**config.mk**
```make
export PLATFORM = sky130hd
export DESIGN_NAME = ftg_top
export DESIGN_NICKNAME = d
export VERILOG_FILES = /design/src/rtl/ftg_pkg.sv /design/src/rtl/ftg_rst_sync.sv /design/src/rtl/ftg_cfg_reg.sv /design/src/rtl/ftg_sclk_div.sv /design/src/rtl/ftg_frame_seq.sv /design/src/rtl/ftg_top.sv
export SDC_FILE = /design/constraint.sdc
export NUM_CORES = 1
export LEC_CHECK = 0
export BUFFER_PORTS_ARGS = -buffer_cell sky130_fd_sc_hd__buf_2
export CAP_MARGIN = 20
export CORE_UTILIZATION = 55
export CTS_BUF_LIST = sky130_fd_sc_hd__clkbuf_4
export CTS_CLUSTER_DIAMETER = 150
export CTS_CLUSTER_SIZE = 28
export DETAILED_ROUTE_END_ITERATION = 6
export GPL_ROUTABILITY_DRIVEN = 0
export PLACE_DENSITY_LB_ADDON = 0.1
export SETUP_SLACK_MARGIN = 0.15
export SYNTH_ARGS = -nofsm -noshare
export SYNTH_HDL_FRONTEND = slang
export SYNTH_HIERARCHICAL = 1
export SYNTH_SLANG_ARGS = --single-unit
```
**constraint.sdc**
```tcl
create_clock -name clk_i -period 2.3 [get_ports clk_i]
set_clock_uncertainty 0.2 [all_clocks]
set_input_delay 0.115 -clock clk_i [delete_from_list [all_inputs] [get_ports clk_i]]
set_output_delay 0.115 -clock clk_i [all_outputs]
set_load 0.005 [all_outputs]
```
**src/rtl/ftg_pkg.sv**
```systemverilog
package ftg_pkg;

  // Divide-path selection held in the active configuration.
  typedef enum logic {
    DIV_LOW  = 1'b0,  // 128 x N path
    DIV_HIGH = 1'b1   // 512 x N bypass path
  } div_mode_e;

  // Ratio between the bypass path and the direct path.
  localparam int unsigned MODE1_MULT = 4;

endpackage

```
**src/rtl/ftg_rst_sync.sv**
```systemverilog
module ftg_rst_sync (
  input  logic clk_i,
  input  logic rst_ni,
  output logic rst_sync_no
);

  logic [1:0] sync_q;
  logic [1:0] sync_d;

  always_comb begin
    sync_d = {sync_q[0], 1'b1};
  end

  always_ff @(posedge clk_i or negedge rst_ni) begin
    if (!rst_ni) begin
      sync_q <= 2'b00;
    end else begin
      sync_q <= sync_d;
    end
  end

  assign rst_sync_no = sync_q[1];

endmodule

```
**src/rtl/ftg_cfg_reg.sv**
```systemverilog
module ftg_cfg_reg
  import ftg_pkg::*;
#(
  parameter int unsigned N_W         = 5,
  parameter int unsigned HALF_UNIT   = 1,
  parameter int unsigned HALF_W      = 7,
  parameter int unsigned BASE_DIV    = 128,
  parameter int unsigned MCLK_HZ     = 12_288_000,
  parameter int unsigned LOW_RATE_HZ = 7000
) (
  input  logic              clk_i,
  input  logic              rst_ni,
  input  logic              boundary_i,
  input  logic              div_sel_i,
  input  logic [N_W-1:0]    div_n_i,
  output logic [HALF_W-1:0] reload_len_o,
  output logic              low_rate_o
);

  div_mode_e          sel_q;
  logic [N_W-1:0]     n_q;
  logic               low_q;

  div_mode_e          sel_new;
  logic [N_W-1:0]     n_new;
  logic               low_new;
  logic [63:0]        thresh_new;
  logic               cfg_en;

  function automatic logic [HALF_W-1:0] half_len(input div_mode_e sel,
                                                 input logic [N_W-1:0] n);
    logic [HALF_W-1:0] base;
    base = HALF_W'(HALF_UNIT) * HALF_W'(n);
    if (sel == DIV_HIGH) begin
      base = base * HALF_W'(MODE1_MULT);
    end
    return base;
  endfunction

  // Candidate configuration taken from the inputs.
  always_comb begin
    sel_new    = div_mode_e'(div_sel_i);
    n_new      = (div_n_i == '0) ? N_W'(1) : div_n_i;
    thresh_new = 64'(LOW_RATE_HZ) * 64'(BASE_DIV) * 64'(n_new);
    low_new    = (sel_new == DIV_LOW) && (64'(MCLK_HZ) < thresh_new);
    cfg_en     = boundary_i;
  end

  // The half-period counter reloads with the new setting on a boundary.
  always_comb begin
    if (boundary_i) begin
      reload_len_o = half_len(sel_new, n_new);
    end else begin
      reload_len_o = half_len(sel_q, n_q);
    end
  end

  always_ff @(posedge clk_i or negedge rst_ni) begin
    if (!rst_ni) begin
      sel_q <= DIV_HIGH;
      n_q   <= N_W'(1);
      low_q <= 1'b0;
    end else if (cfg_en) begin
      sel_q <= sel_new;
      n_q   <= n_new;
      low_q <= low_new;
    end
  end

  assign low_rate_o = low_q;

  AST_CFG_HOLD_MID_FRAME: assert property (@(posedge clk_i) disable iff (!rst_ni)
    !boundary_i |=> ($stable(sel_q) && $stable(n_q)));

  AST_FLAG_ONLY_AT_BOUNDARY: assert property (@(posedge clk_i) disable iff (!rst_ni)
    !boundary_i |=> $stable(low_rate_o));

endmodule

```
**src/rtl/ftg_sclk_div.sv**
```systemverilog
module ftg_sclk_div #(
  parameter int unsigned HALF_W = 7
) (
  input  logic              clk_i,
  input  logic              rst_ni,
  input  logic [HALF_W-1:0] reload_len_i,
  output logic              sclk_o,
  output logic              half_end_o
);

  logic [HALF_W-1:0] cnt_q;
  logic [HALF_W-1:0] cnt_d;
  logic              sclk_q;
  logic              sclk_d;
  logic              sclk_en;

  always_comb begin
    half_end_o = (cnt_q == '0);
    sclk_en    = half_end_o;
    sclk_d     = ~sclk_q;
    if (half_end_o) begin
      cnt_d = reload_len_i - HALF_W'(1);
    end else begin
      cnt_d = cnt_q - HALF_W'(1);
    end
  end

  always_ff @(posedge clk_i or negedge rst_ni) begin
    if (!rst_ni) begin
      cnt_q <= '0;
    end else begin
      cnt_q <= cnt_d;
    end
  end

  always_ff @(posedge clk_i or negedge rst_ni) begin
    if (!rst_ni) begin
      sclk_q <= 1'b1;
    end else if (sclk_en) begin
      sclk_q <= sclk_d;
    end
  end

  assign sclk_o = sclk_q;

  AST_SCLK_HOLD_IN_HALF: assert property (@(posedge clk_i) disable iff (!rst_ni)
    !half_end_o |=> $stable(sclk_o));

  AST_RELOAD_NONZERO: assert property (@(posedge clk_i) disable iff (!rst_ni)
    half_end_o |-> (reload_len_i != '0));

endmodule

```
**src/rtl/ftg_frame_seq.sv**
```systemverilog
module ftg_frame_seq #(
  parameter int unsigned FRAME_SCLKS = 256,
  parameter int unsigned BIT_W       = 8
) (
  input  logic clk_i,
  input  logic rst_ni,
  input  logic half_end_i,
  input  logic sclk_i,
  output logic boundary_o,
  output logic fsync_o,
  output logic frame_start_o
);

  localparam logic [BIT_W-1:0] LAST_BIT = BIT_W'(FRAME_SCLKS - 1);

  logic [BIT_W-1:0] bit_q;
  logic [BIT_W-1:0] bit_d;
  logic             fsync_q;
  logic             fsync_d;
  logic             start_q;
  logic             start_d;
  logic             bit_edge;

  // A new bit period opens when sclk is about to fall.
  always_comb begin
    bit_edge   = half_end_i && sclk_i;
    boundary_o = bit_edge && (bit_q == LAST_BIT);
    bit_d      = boundary_o ? '0 : (bit_q + BIT_W'(1));
    fsync_d    = !boundary_o;
    start_d    = boundary_o;
  end

  always_ff @(posedge clk_i or negedge rst_ni) begin
    if (!rst_ni) begin
      bit_q   <= LAST_BIT;
      fsync_q <= 1'b1;
    end else if (bit_edge) begin
      bit_q   <= bit_d;
      fsync_q <= fsync_d;
    end
  end

  always_ff @(posedge clk_i or negedge rst_ni) begin
    if (!rst_ni) begin
      start_q <= 1'b0;
    end else begin
      start_q <= start_d;
    end
  end

  assign fsync_o       = fsync_q;
  assign frame_start_o = start_q;

  AST_FSYNC_FIRST_BIT_ONLY: assert property (@(posedge clk_i) disable iff (!rst_ni)
    !fsync_o |-> (bit_q == '0));

  AST_FSYNC_RISE_AT_BIT1: assert property (@(posedge clk_i) disable iff (!rst_ni)
    $rose(fsync_o) |-> (bit_q == BIT_W'(1)));

  AST_START_ON_FSYNC_FALL: assert property (@(posedge clk_i) disable iff (!rst_ni)
    frame_start_o |-> $fell(fsync_o));

  AST_SCLK_LOW_AT_START: assert property (@(posedge clk_i) disable iff (!rst_ni)
    frame_start_o |-> !sclk_i);

endmodule

```
**src/rtl/ftg_top.sv**
```systemverilog
module ftg_top #(
  parameter int unsigned N_W          = 5,
  parameter int unsigned FRAME_SCLKS  = 256,
  parameter int unsigned BASE_DIV     = 128,
  parameter int unsigned CLK_PER_MCLK = 4,
  parameter int unsigned MCLK_HZ      = 12_288_000,
  parameter int unsigned LOW_RATE_HZ  = 7000
) (
  input  logic           clk_i,
  input  logic           rst_ni,
  input  logic           div_sel_i,
  input  logic [N_W-1:0] div_n_i,
  output logic           sclk_o,
  output logic           fsync_o,
  output logic           frame_start_o,
  output logic           low_rate_o
);

  localparam int unsigned HALF_UNIT = (BASE_DIV * CLK_PER_MCLK) / (2 * FRAME_SCLKS);
  localparam int unsigned N_MAX     = (1 << N_W) - 1;
  localparam int unsigned HALF_MAX  = HALF_UNIT * N_MAX * ftg_pkg::MODE1_MULT;
  localparam int unsigned HALF_W    = $clog2(HALF_MAX + 1);
  localparam int unsigned BIT_W     = (FRAME_SCLKS > 2) ? $clog2(FRAME_SCLKS) : 1;

  logic              rst_sync_n;
  logic              boundary;
  logic              half_end;
  logic              sclk;
  logic [HALF_W-1:0] reload_len;

  ftg_rst_sync u_rst_sync (
    .clk_i       (clk_i),
    .rst_ni      (rst_ni),
    .rst_sync_no (rst_sync_n)
  );

  ftg_cfg_reg #(
    .N_W         (N_W),
    .HALF_UNIT   (HALF_UNIT),
    .HALF_W      (HALF_W),
    .BASE_DIV    (BASE_DIV),
    .MCLK_HZ     (MCLK_HZ),
    .LOW_RATE_HZ (LOW_RATE_HZ)
  ) u_cfg (
    .clk_i        (clk_i),
    .rst_ni       (rst_sync_n),
    .boundary_i   (boundary),
    .div_sel_i    (div_sel_i),
    .div_n_i      (div_n_i),
    .reload_len_o (reload_len),
    .low_rate_o   (low_rate_o)
  );

  ftg_sclk_div #(
    .HALF_W (HALF_W)
  ) u_sclk (
    .clk_i        (clk_i),
    .rst_ni       (rst_sync_n),
    .reload_len_i (reload_len),
    .sclk_o       (sclk),
    .half_end_o   (half_end)
  );

  ftg_frame_seq #(
    .FRAME_SCLKS (FRAME_SCLKS),
    .BIT_W       (BIT_W)
  ) u_seq (
    .clk_i         (clk_i),
    .rst_ni        (rst_sync_n),
    .half_end_i    (half_end),
    .sclk_i        (sclk),
    .boundary_o    (boundary),
    .fsync_o       (fsync_o),
    .frame_start_o (frame_start_o)
  );

  assign sclk_o = sclk;

  initial begin
    AST_HALF_UNIT_INTEGRAL: assert ((HALF_UNIT >= 1) &&
      (HALF_UNIT * 2 * FRAME_SCLKS == BASE_DIV * CLK_PER_MCLK));
  end

endmodule

```
==> results of run 1 <==
-- repair_timing --
action / 4_1_cts / 5_1_grt
pin swaps: 17 / 18
hold buffers: 5 / 0
resized for setup: 51 / 24
setup endpoints to repair: 12 / 15
setup buffers: 15 / 10
hold endpoints to repair: 5 / 0
-- power groups by stage --
stage	logic, mW	clock network [mW]	registers (mW)
after detailed placement	0.668	0	0.493
after CTS	0.697	0.222	0.485
after floorplan	0.439	0	0.492
after global routing	0.838	0.242	0.486
after global placement	0.652	0	0.493
final	0.775	0.215	0.484
-- cells in the mapped netlist, types with 3 or more instances --
cell type,n
fa_1,8
a211oi_1,4
a21oi_1,14
a31oi_1,4
xnor2_1,11
clkbuf_1,7
nand2b_1,4
nand2_1,29
o21ai_0,11
xor2_1,4
nor2_1,11
ha_1,23
mux2i_1,7
o211ai_1,3
dfrtp_1,15
or3_1,5
nor3_1,3
nand4_1,3
mux2_2,4
inv_1,24
nor2b_1,3
and2_1,5
dfstp_2,12
nand3_1,9
-- worst max-delay path, stage by stage --
cell	delay, ns
buf_8	0.10
inv_4	0.05
ha_4	0.13
nand2b_4	0.05
or3_4	0.35
nand2_4	0.08
inv_2	0.04
fa_1	0.50
inv_2	0.05
fa_1	0.40
inv_1	0.10
ha_1	0.29
a21oi_1	0.31
o21ai_2	0.14
xnor2_1	0.14
a221o_1	0.34
o211a_1	0.24
o31ai_2	0.16
-- area by class of cell --
type / count / area, sq um
flip-flops and latches: 27 / 692
repair buffers: 111 / 933
clock inverters: 1 / 6.26
inverters: 24 / 97.6
multi-input cells: 201 / 1830
well taps: 50 / 62.6
clock buffers: 3 / 22.5
fillers: 173 / 439
-- flip-flops by register name, summed over array words and instances, names as in the netlist --
register / count
u_cfg/low_rate_o: 1
u_cfg/n_q: 5
u_cfg/sel_q: 1
u_rst_sync/sync_q: 2
u_sclk/cnt_q: 7
u_sclk/sclk_o: 1
u_seq/bit_q: 8
u_seq/frame_start_o: 1
u_seq/fsync_o: 1
-- worst max-delay path by stage --
stage                          start          endpoint  depth (start not counted)
after floorplan           div_n_i[4]  u_cfg/low_rate_o                         16
after detailed placement  div_n_i[3]  u_cfg/low_rate_o                         18
final                     div_n_i[2]  u_cfg/low_rate_o                         18
after global routing      div_n_i[2]  u_cfg/low_rate_o                         18
after CTS                 div_n_i[3]  u_cfg/low_rate_o                         18
after global placement    div_n_i[3]  u_cfg/low_rate_o                         18
-- kinds of logic (layout without fill, tap and decap cells) --
kind of cell             Yosys count  count (layout)  synth area share, %
AND/OR/NAND/NOR                   84              84                 19.2
AO/OA/AOI/OAI                     58              58                 17.0
XOR/XNOR                          15              15                 5.49
multiplexers                      12              12                 5.29
buffers and inverters             32             139                 5.34
adder cells (fa/ha/maj)           31              31                 18.7
other                              1               1                0.157
flip-flops                        27              27                 28.9
-- metal layers --
layer | up-vias | track usage, %
met2 | 153 | 52.3
met5 | - | 0
met4 | 0 | 8.07
met1 | 1265 | 38.3
li1 | 1130 | -
met3 | 52 | 4.67
-- through the flow --
| step | cell area [sq um] | util, % | hold WS, ns |
|---|---|---|---|
| final | 3650 | 89.3 | 0.123 |
| after global routing | 3650 | 89.3 | 0.166 |
| after CTS | 3470 | 84.8 | 0.113 |
| after detailed placement | 3050 | 74.6 | -0.299 |
| after global placement | 3050 | 74.6 | -0.300 |
| after floorplan | 2470 | - | -0.381 |
==> run_results.csv, run 1 <==
group,metric,value,unit
logic_synthesis,yosysSeqAreaShare,28.9,%
logic_synthesis,syn_avg_cell_area,9.20,sq um
logic_synthesis,yosys.area.top_type,"dfrtp_1",
placement,port_buffers,11,
logic_synthesis,yosysWarnings,6,
timing,maxSlewViolCount,0,
routing,wl_met1,3.30,mm
worst_setup_path,reg2reg_from,"u_sclk/cnt_q[4]",
grt,grt_pass1_vias,2260,
cells_and_area,layoutNonFillerInstCount,417,
clocking,clk_pin_slew,0.15,ns
worst_setup_path,rr_endpoint,"u_sclk/cnt_q[4]",
routing,met2_length,4.02,mm
timing,setup_ws,-1.25,ns
grt,gr-total-overflow,0,
cells_and_area,final_common_cell,"buf_4",
worst_setup_path,cp-end-kind,"flip-flop",
power_and_ir_drop,power.switching,0.540,mW
cells_and_area,mostFrequentLayoutCells,"buf_4 (72), nand2_1 (28), buf_6 (22)",
worst_setup_path,crit_path_max_fanout,4,
routing,postRouteAntennaNets,0,
power_and_ir_drop,p_int,0.934,mW
timing,setup_tns,-6.72,ns
power_and_ir_drop,power.share.clock,14.6,%
logic_synthesis,synth_top_cell_area_share,15.7,%
floorplanning,die-height,67.9,um
worst_setup_path,cp.arrival,3.60,ns
grt,antenna_found_initial,0,
routing,vias,2600,
cells_and_area,layout.nets,407,
floorplanning,rows,23,
clocking,cts_buffer_depth,2,
floorplanning,design.portCount,12,
floorplanning,coreArea,4090,sq um
placement,dp.cells,383,
worst_setup_path,rr_worst_depth,12,
routing,firstDrtPassIters,5,
power_and_ir_drop,total_power,1.47,mW
worst_setup_path,critPathLaunchType,"input pin",
logic_synthesis,synth.ff_latch_count,27,
min_path,hold_class,"flip-flop to asynchronous set/reset pin",
routing,viasPerCell,6.24,
power_and_ir_drop,peakVddDrop,0.000360,V
timing,fin_crit_sh,154,%
logic_synthesis,syn_nets,299,
cells_and_area,antenna_cells,0,
timing,setup_viol,12,
routing,routed_wl,8.41,mm
routing,wire_per_inst,20.2,um
logic_synthesis,async_flop_share,100,%
grt,grt_pass1_wl,10.4,mm
worst_setup_path,critPathKind,"input pin to flip-flop",
logic_synthesis,synthFlopType,"dfrtp_1",
clocking,root_buffer,"clkbuf_4",
power_and_ir_drop,p_seq_share,32.9,%
timing,relSlewSlack,48.0,%
power_and_ir_drop,p_per_area,404,nW/um^2
timing,worst_slew_pin_slew,0.780,ns
logic_synthesis,synthCells,260,
placement,dp_hpwl,4.29,mm
outcome,violations,"setup timing",
clocking,cts_made_buffers,3,
logic_synthesis,synth_area,2390,sq um
timing,hold_violations,0,
clocking,htreeDepth,1,
timing,fin_crit,3.55,ns
power_and_ir_drop,pwr-share-comb,52.6,%
routing,dr.max_layer_used,"met4",
floorplanning,initial_core_util,58.5,%
grt,track_usage,30.1,%
routing,wl_met3,616,um
clocking,worstSkewPairLatency,0.33,ns
routing,drt_iter0_markers,260,
power_and_ir_drop,p_sw_share,36.6,%
timing,rsz0062_at_grt,"true",
clocking,cts_sinks,27,
floorplanning,die_area,4620,sq um
logic_synthesis,synth_edf_count,0,
grt,grt_max_degree,20,
worst_setup_path,cp.required,2.36,ns
floorplanning,die_w,67.9,um
power_and_ir_drop,leakagePower,1.72,nW
cells_and_area,syn_to_final_growth,52.5,%
routing,drc,0,
cells_and_area,drive_above_1_share,47.1,%
run,max_cap_violations,0,
clocking,cts_tree,"built",
logic_synthesis,synth.distinct_cells,54,
timing,clock.fmax,282,MHz
placement,dp_slack,-1.53,ns
logic_synthesis,netlist_top_cells_area,"dfrtp_1 (16%), dfstp_2 (13%), ha_1 (12%), fa_1 (6.7%), nand2_1 (4.6%)",
outcome,status,"finished with violations",
worst_setup_path,ff2ff_setup_slack,-0.98,ns
Note: power is estimated with default switching activity, not from simulation.
==> inputs of run 2 (changes only) <==
CELL_PAD_IN_SITES_DETAIL_PLACEMENT = 1   (was not set)
CELL_PAD_IN_SITES_GLOBAL_PLACEMENT = 1   (was not set)
CORE_UTILIZATION = 53   (was 55)
==> run_results.csv, run 2 <==
group,metric,value,unit
outcome,status,"aborted with a tool error",
outcome,haltStage,"4_1_cts",
outcome,first-error,"[ERROR DPL-0033] detailed placement checks failed during check placement.",
logic_synthesis,yosysSeqAreaShare,28.9,%
floorplanning,initial_core_util,54.9,%
logic_synthesis,synth_top_cell_area_share,15.7,%
clocking,ctsHoldBuffers,2,
logic_synthesis,synth.ff_latch_count,27,
logic_synthesis,syn_nets,299,
logic_synthesis,synth.distinct_cells,54,
clocking,cts_sinks,27,
clocking,cts_setup_buffers,13,
floorplanning,die_w,69.2,um
clocking,cts_made_buffers,3,
clocking,cts_resized,55,
floorplanning,design.portCount,12,
logic_synthesis,synth_edf_count,0,
logic_synthesis,synthCells,260,
placement,dp.cells,384,
floorplanning,die-height,69.2,um
logic_synthesis,netlist_top_cells_area,"dfrtp_1 (16%), dfstp_2 (13%), ha_1 (12%), fa_1 (6.7%), nand2_1 (4.6%)",
logic_synthesis,synthFlopType,"dfrtp_1",
logic_synthesis,yosysWarnings,6,
clocking,cts_buffer_depth,2,
logic_synthesis,yosys.area.top_type,"dfrtp_1",
floorplanning,rows,24,
clocking,htreeDepth,1,
logic_synthesis,synth.most_common_cell,"nand2_1",
logic_synthesis,syn_avg_cell_area,9.20,sq um
clocking,root_buffer,"clkbuf_4",
logic_synthesis,synth_area,2390,sq um
logic_synthesis,synth_common_cells,"nand2_1 (29), inv_1 (24), ha_1 (23)",
logic_synthesis,async_flop_share,100,%
placement,port_buffers,11,
placement,dp_hpwl,6.95,mm
## run 2: cells by family after synthesis
| kind of cell | after synthesis | synth area share (%) |
|---|---|---|
| AOI/OAI and AO/OA | 58 | 17.0 |
| xor gates and xnor gates | 15 | 5.49 |
| adders and majority gates | 31 | 18.7 |
| buffers and inverters | 32 | 5.34 |
| DFF | 27 | 28.9 |
| muxes | 12 | 5.29 |
| other | 1 | 0.157 |
| and+or+nand+nor | 84 | 19.2 |
## run 2: through the flow
step	cell area, sq um	setup WS, ns	TNS (ns)	hold WS (ns)
floorplan	2470	-1.25	-5.82	-0.381
global placement	3040	-1.49	-5.00	-0.300
detailed placement	3040	-1.85	-5.93	-0.293
==> inputs of run 3 (changes only) <==
CELL_PAD_IN_SITES_DETAIL_PLACEMENT = not set   (was 1)
CELL_PAD_IN_SITES_GLOBAL_PLACEMENT = not set   (was 1)
CORE_UTILIZATION = 40   (was 53)
CTS_BUF_LIST = not set   (was sky130_fd_sc_hd__clkbuf_4)
CTS_CLUSTER_DIAMETER = not set   (was 150)
CTS_CLUSTER_SIZE = not set   (was 28)
PLACE_DENSITY_LB_ADDON = 0.15   (was 0.1)
SETUP_SLACK_MARGIN = not set   (was 0.15)
==> run_results.csv, run 3 (synthesis gave the netlist of run 1 again) <==
group,metric,value,unit
outcome,status,"finished with violations",
outcome,violations,"setup timing",
routing,drc,0,
grt,met1_usage,23.2,%
worst_setup_path,ff2ff_setup_slack,-0.89,ns
floorplanning,die_w,79.3,um
routing,postRouteAntennaNets,0,
grt,grt_max_degree,21,
routing,viasPerCell,5.08,
worst_setup_path,cp.required,2.30,ns
grt,grt_pass1_wl,9.66,mm
worst_setup_path,crit_path_max_fanout,3,
clocking,clk_pin_slew,0.10,ns
routing,vias,2181,
worst_setup_path,critPathKind,"input pin to flip-flop",
min_path,hold_class,"input pin to flip-flop",
cells_and_area,syn_to_final_growth,46.0,%
cells_and_area,layoutNonFillerInstCount,429,
worst_setup_path,rr_worst_depth,12,
min_path,hp-start,"div_n_i[4]",
clocking,worstSkewPairLatency,0.28,ns
clocking,cts_sinks,27,
cells_and_area,layout.nets,397,
grt,use_met3,1.38,%
timing,maxSlewViolCount,0,
timing,hold_violations,0,
min_path,hold_path_depth,3,
placement,port_buffers,11,
clocking,cts_tree,"built",
timing,setup_viol,7,
worst_setup_path,reg2reg_from,"u_sclk/cnt_q[4]",
power_and_ir_drop,leakagePower,1.65,nW
floorplanning,design.portCount,12,
power_and_ir_drop,peakVddDrop,0.000378,V
floorplanning,coreArea,5640,sq um
routing,wire_per_inst,13.1,um
worst_setup_path,cp-end-kind,"flip-flop",
cells_and_area,antenna_cells,0,
routing,drt_iter0_markers,68,
power_and_ir_drop,p_per_area,425,nW/um^2
cells_and_area,mostFrequentLayoutCells,"buf_4 (81), nand2_1 (28), ha_1 (19)",
worst_setup_path,rr_endpoint,"u_sclk/cnt_q[4]",
routing,routed_wl,5.60,mm
floorplanning,die-height,79.3,um
clocking,cts_buffer_depth,2,
timing,rsz0062_at_grt,"true",
grt,grt_pass1_vias,2227,
clocking,root_buffer,"clkbuf_8",
placement,placed_area,3130,sq um
timing,fin_crit,3.43,ns
grt,antenna_found_initial,0,
timing,relSlewSlack,43.7,%
grt,grt_use_met2,37.0,%
cells_and_area,final_common_cell,"buf_4",
cells_and_area,reg_top3,"u_seq/bit_q (8), u_sclk/cnt_q (7), u_cfg/n_q (5)",
worst_setup_path,cp.arrival,3.43,ns
worst_setup_path,critPathLaunchType,"input pin",
floorplanning,rows,27,
min_path,hold_end,"u_cfg/n_q[4]",
routing,firstDrtPassIters,4,
cells_and_area,regMostFlops,"u_seq/bit_q",
floorplanning,initial_core_util,42.4,%
timing,fin_crit_sh,149,%
floorplanning,die_area,6290,sq um
clocking,cts_made_buffers,3,
run,max_cap_violations,0,
timing,setup_ws,-1.13,ns
timing,worst_slew_pin_slew,0.845,ns
grt,track_usage,19.5,%
placement,dp.cells,411,
cells_and_area,fin_area,3490,sq um
placement,dp_hpwl,4.37,mm
clocking,htreeDepth,1,
timing,clock.fmax,291,MHz
grt,busiest_layer,"met2",
grt,gr-total-overflow,0,
cells_and_area,largest_reg_flops,8,
cells_and_area,num-fill-cells,491,
cells_and_area,drive_above_1_share,45.4,%
-- run 3: metal layers --
layer / vias to the layer above / routed length, um
li1: 1112 / -
met1: 1055 / 2480
met2: 10 / 3000
met3: 4 / 55
met4: 0 / 68
met5: - / 0
-- run 3: critical path, cell delays in order --
cell      delay (ns)
buf_6           0.10
inv_4           0.05
ha_4            0.13
nand2b_4        0.05
or3_4           0.36
nand2_4         0.08
inv_2           0.04
fa_1            0.51
inv_2           0.04
fa_1            0.49
inv_2           0.05
ha_4            0.26
a21oi_2         0.04
a211o_1         0.25
a21o_1          0.16
a221o_1         0.32
o211a_1         0.22
o31ai_2         0.16
-- run 3: how the worst max path moves through the flow --
stage	slack, ns	start	end	depth (start not counted)
2_1_floorplan	-1.25	div_n_i[4]	u_cfg/low_rate_o	16
3_3_place_gp	-1.51	div_n_i[3]	u_cfg/low_rate_o	18
3_5_place_dp	-1.54	div_n_i[3]	u_cfg/low_rate_o	18
4_1_cts	-1.14	div_n_i[2]	u_cfg/low_rate_o	18
5_1_grt	-1.26	div_n_i[2]	u_cfg/low_rate_o	18
6_report	-1.13	div_n_i[2]	u_cfg/low_rate_o	18
-- run 3: through the flow --
step / utilization (%) / TNS (ns) / hold slack, ns / power [mW] / setup WS (ns)
after global routing: 61.9 / -5.62 / 0.0631 / 1.59 / -1.26
after detailed placement: 55.5 / -5.31 / -0.299 / 1.17 / -1.54
after global placement: 55.5 / -5.13 / -0.300 / 1.15 / -1.51
after CTS: 60.0 / -4.11 / 0.0443 / 1.47 / -1.14
after floorplan: - / -5.82 / -0.381 / 0.931 / -1.25
final: 61.9 / -4.51 / 0.0539 / 1.48 / -1.13
-- run 3: report_power, final --
group	internal, mW	total, mW	switching [mW]
logic	0.380	0.720	0.340
clock network	0.122	0.278	0.156
registers	0.477	0.484	0.00715
-- run 3: layout make-up --
| class | instances | area, sq um | share of cell area, % |
|---|---|---|---|
| Inverter | 24 | 95.1 | 2.72 |
| Timing Repair Buffer | 101 | 810 | 23.2 |
| Multi-Input combinational cell | 201 | 1760 | 50.4 |
| Tap cell | 72 | 90.1 | 2.58 |
| Clock inverter | 1 | 5.00 | 0.143 |
| Sequential cell | 27 | 692 | 19.8 |
| Clock buffer | 3 | 41.3 | 1.18 |
-- run 3: timing repair --
item	in CTS	in global routing
buffers inserted	6	6
hold buffers	2	0
setup endpoints to repair	8	10
resized for setup	26	13
cloned	1	1
hold endpoints to repair	2	0
pin swaps	9	3
==> inputs of run 4 (changes only) <==
CORE_MARGIN = 1   (was not set)
CORE_UTILIZATION = 30   (was 40)
SLEW_MARGIN = 20   (was not set)
==> run_results.csv, run 4 (synthesis gave the netlist of run 1 again) <==
group,metric,value,unit
outcome,status,"finished with violations",
outcome,violations,"setup timing",
routing,vias,2246,
power_and_ir_drop,p_per_area,406,nW/um^2
cells_and_area,fin_area,3740,sq um
power_and_ir_drop,total_power,1.52,mW
placement,dp_hpwl,4.51,mm
timing,setup_tns,-4.80,ns
cells_and_area,largest_reg_flops,8,
worst_setup_path,critPathKind,"input pin to flip-flop",
worst_setup_path,crit_path_max_fanout,3,
floorplanning,initial_core_util,30.9,%
floorplanning,design.portCount,12,
routing,drt_iter0_markers,78,
cells_and_area,mostFrequentLayoutCells,"buf_4 (82), nand2_1 (26), inv_1 (20)",
cells_and_area,drive_above_1_share,48.1,%
placement,placed_area,3190,sq um
floorplanning,die_w,91.3,um
routing,postRouteAntennaNets,0,
cells_and_area,syn_to_final_growth,56.3,%
timing,fin_crit,3.48,ns
min_path,hold_class,"flip-flop to asynchronous set/reset pin",
routing,drc,0,
timing,fin_crit_sh,151,%
placement,port_buffers,11,
cells_and_area,regMostFlops,"u_seq/bit_q",
worst_setup_path,critPathLaunchType,"input pin",
routing,viasPerCell,4.76,
clocking,root_buffer,"clkbuf_8",
cells_and_area,final_common_cell,"buf_4",
timing,setup_ws,-1.18,ns
clocking,htreeDepth,1,
routing,wire_per_inst,13.1,um
worst_setup_path,rr_worst_depth,12,
floorplanning,die-height,91.3,um
cells_and_area,num-fill-cells,731,
clocking,cts_sinks,27,
timing,rsz0062_at_grt,"true",
clocking,cts_buffer_depth,2,
grt,grt_pass1_wl,10.5,mm
clocking,cts_made_buffers,3,
timing,maxSlewViolCount,0,
floorplanning,coreArea,7730,sq um
clocking,clk_pin_slew,0.10,ns
floorplanning,rows,32,
worst_setup_path,cp.required,2.30,ns
routing,firstDrtPassIters,4,
power_and_ir_drop,leakagePower,1.75,nW
grt,track_usage,15.8,%
grt,gr-total-overflow,0,
timing,setup_viol,11,
routing,routed_wl,6.19,mm
clocking,cts_tree,"built",
worst_setup_path,cp-end-kind,"flip-flop",
grt,grt_max_degree,26,
floorplanning,die_area,8330,sq um
cells_and_area,regArea,692,sq um
cells_and_area,layout.nets,410,
worst_setup_path,cp.arrival,3.48,ns
cells_and_area,reg_top3,"u_seq/bit_q (8), u_sclk/cnt_q (7), u_cfg/n_q (5)",
grt,antenna_found_initial,0,
timing,hold_violations,0,
run,max_cap_violations,0,
power_and_ir_drop,peakVddDrop,0.000288,V
cells_and_area,multi_input_area,1830,sq um
grt,grt_pass1_vias,2316,
clocking,worstSkewPairLatency,0.28,ns
timing,clock.fmax,287,MHz
cells_and_area,antenna_cells,0,
run 4: cell type report:
cell class / instances / share of cell area [%]
clock buffers: 3 / 1.10
clock inverters: 1 / 0.167
multi-input cells: 201 / 48.9
inverters: 24 / 2.61
well taps: 102 / 3.41
flip-flops and latches: 27 / 18.5
repair buffers: 114 / 25.3
run 4: routing by layer:
layer  vias to the layer above  track usage (%)  wire length (um)
met5                         -                0                 0
met4                         0             3.97               124
met3                        11             1.01                48
met2                        19             30.5              3270
met1                      1072             18.7              2750
li1                       1144                -                 -
run 4: path summary, 6_finish.rpt:
path                                       from              endpoint  slack, ns
setup reg to reg                u_sclk/cnt_q[4]       u_sclk/cnt_q[4]      -0.98
min in group clk_i                   div_n_i[4]          u_cfg/n_q[4]       0.05
max in group asynchronous                rst_ni  u_rst_sync/sync_q[1]       1.30
hold reg to reg            u_rst_sync/sync_q[1]      u_cfg/low_rate_o       0.05
setup / recovery                     div_n_i[2]      u_cfg/low_rate_o      -1.18
hold / removal             u_rst_sync/sync_q[1]      u_cfg/low_rate_o       0.05
run 4: power by group:
group | internal (mW) | leakage [nW] | switching (mW)
Combinational | 0.401 | 1.42 | 0.352
Sequential | 0.477 | 0.302 | 0.000513
Clock | 0.124 | 0.0260 | 0.163
run 4: through the flow:
step	utilization [%]	setup slack [ns]	hold WS, ns	std cells
global placement	41.3	-1.49	-0.299	446
floorplan	-	-1.25	-0.381	260
finish	48.4	-1.18	0.0468	472
global route	48.4	-1.30	0.0558	472
detailed placement	41.3	-1.52	-0.293	446
CTS	46.8	-1.23	0.0488	469
run 4: worst max-delay path, stage by stage:
cell and delay (ns):
buf_6 0.10, inv_4 0.05, ha_4 0.14, nand2b_4 0.05
or3_4 0.34, nand2_4 0.08, inv_4 0.04, fa_1 0.49
inv_1 0.05, fa_1 0.49, inv_2 0.05, ha_4 0.27
a21oi_2 0.05, a211o_1 0.27, a21o_1 0.17, a221o_1 0.33
o211a_1 0.23, o31ai_2 0.18
run 4: timing repair:
action / 4_1_cts / 5_1_grt
cloned: 1 / 0
buffers inserted: 16 / 10
gates resized for setup: 46 / 29
endpoints found under the hold margin: 2 / 0
setup endpoints to repair: 10 / 17
pin swaps: 13 / 9
hold buffers: 2 / 0
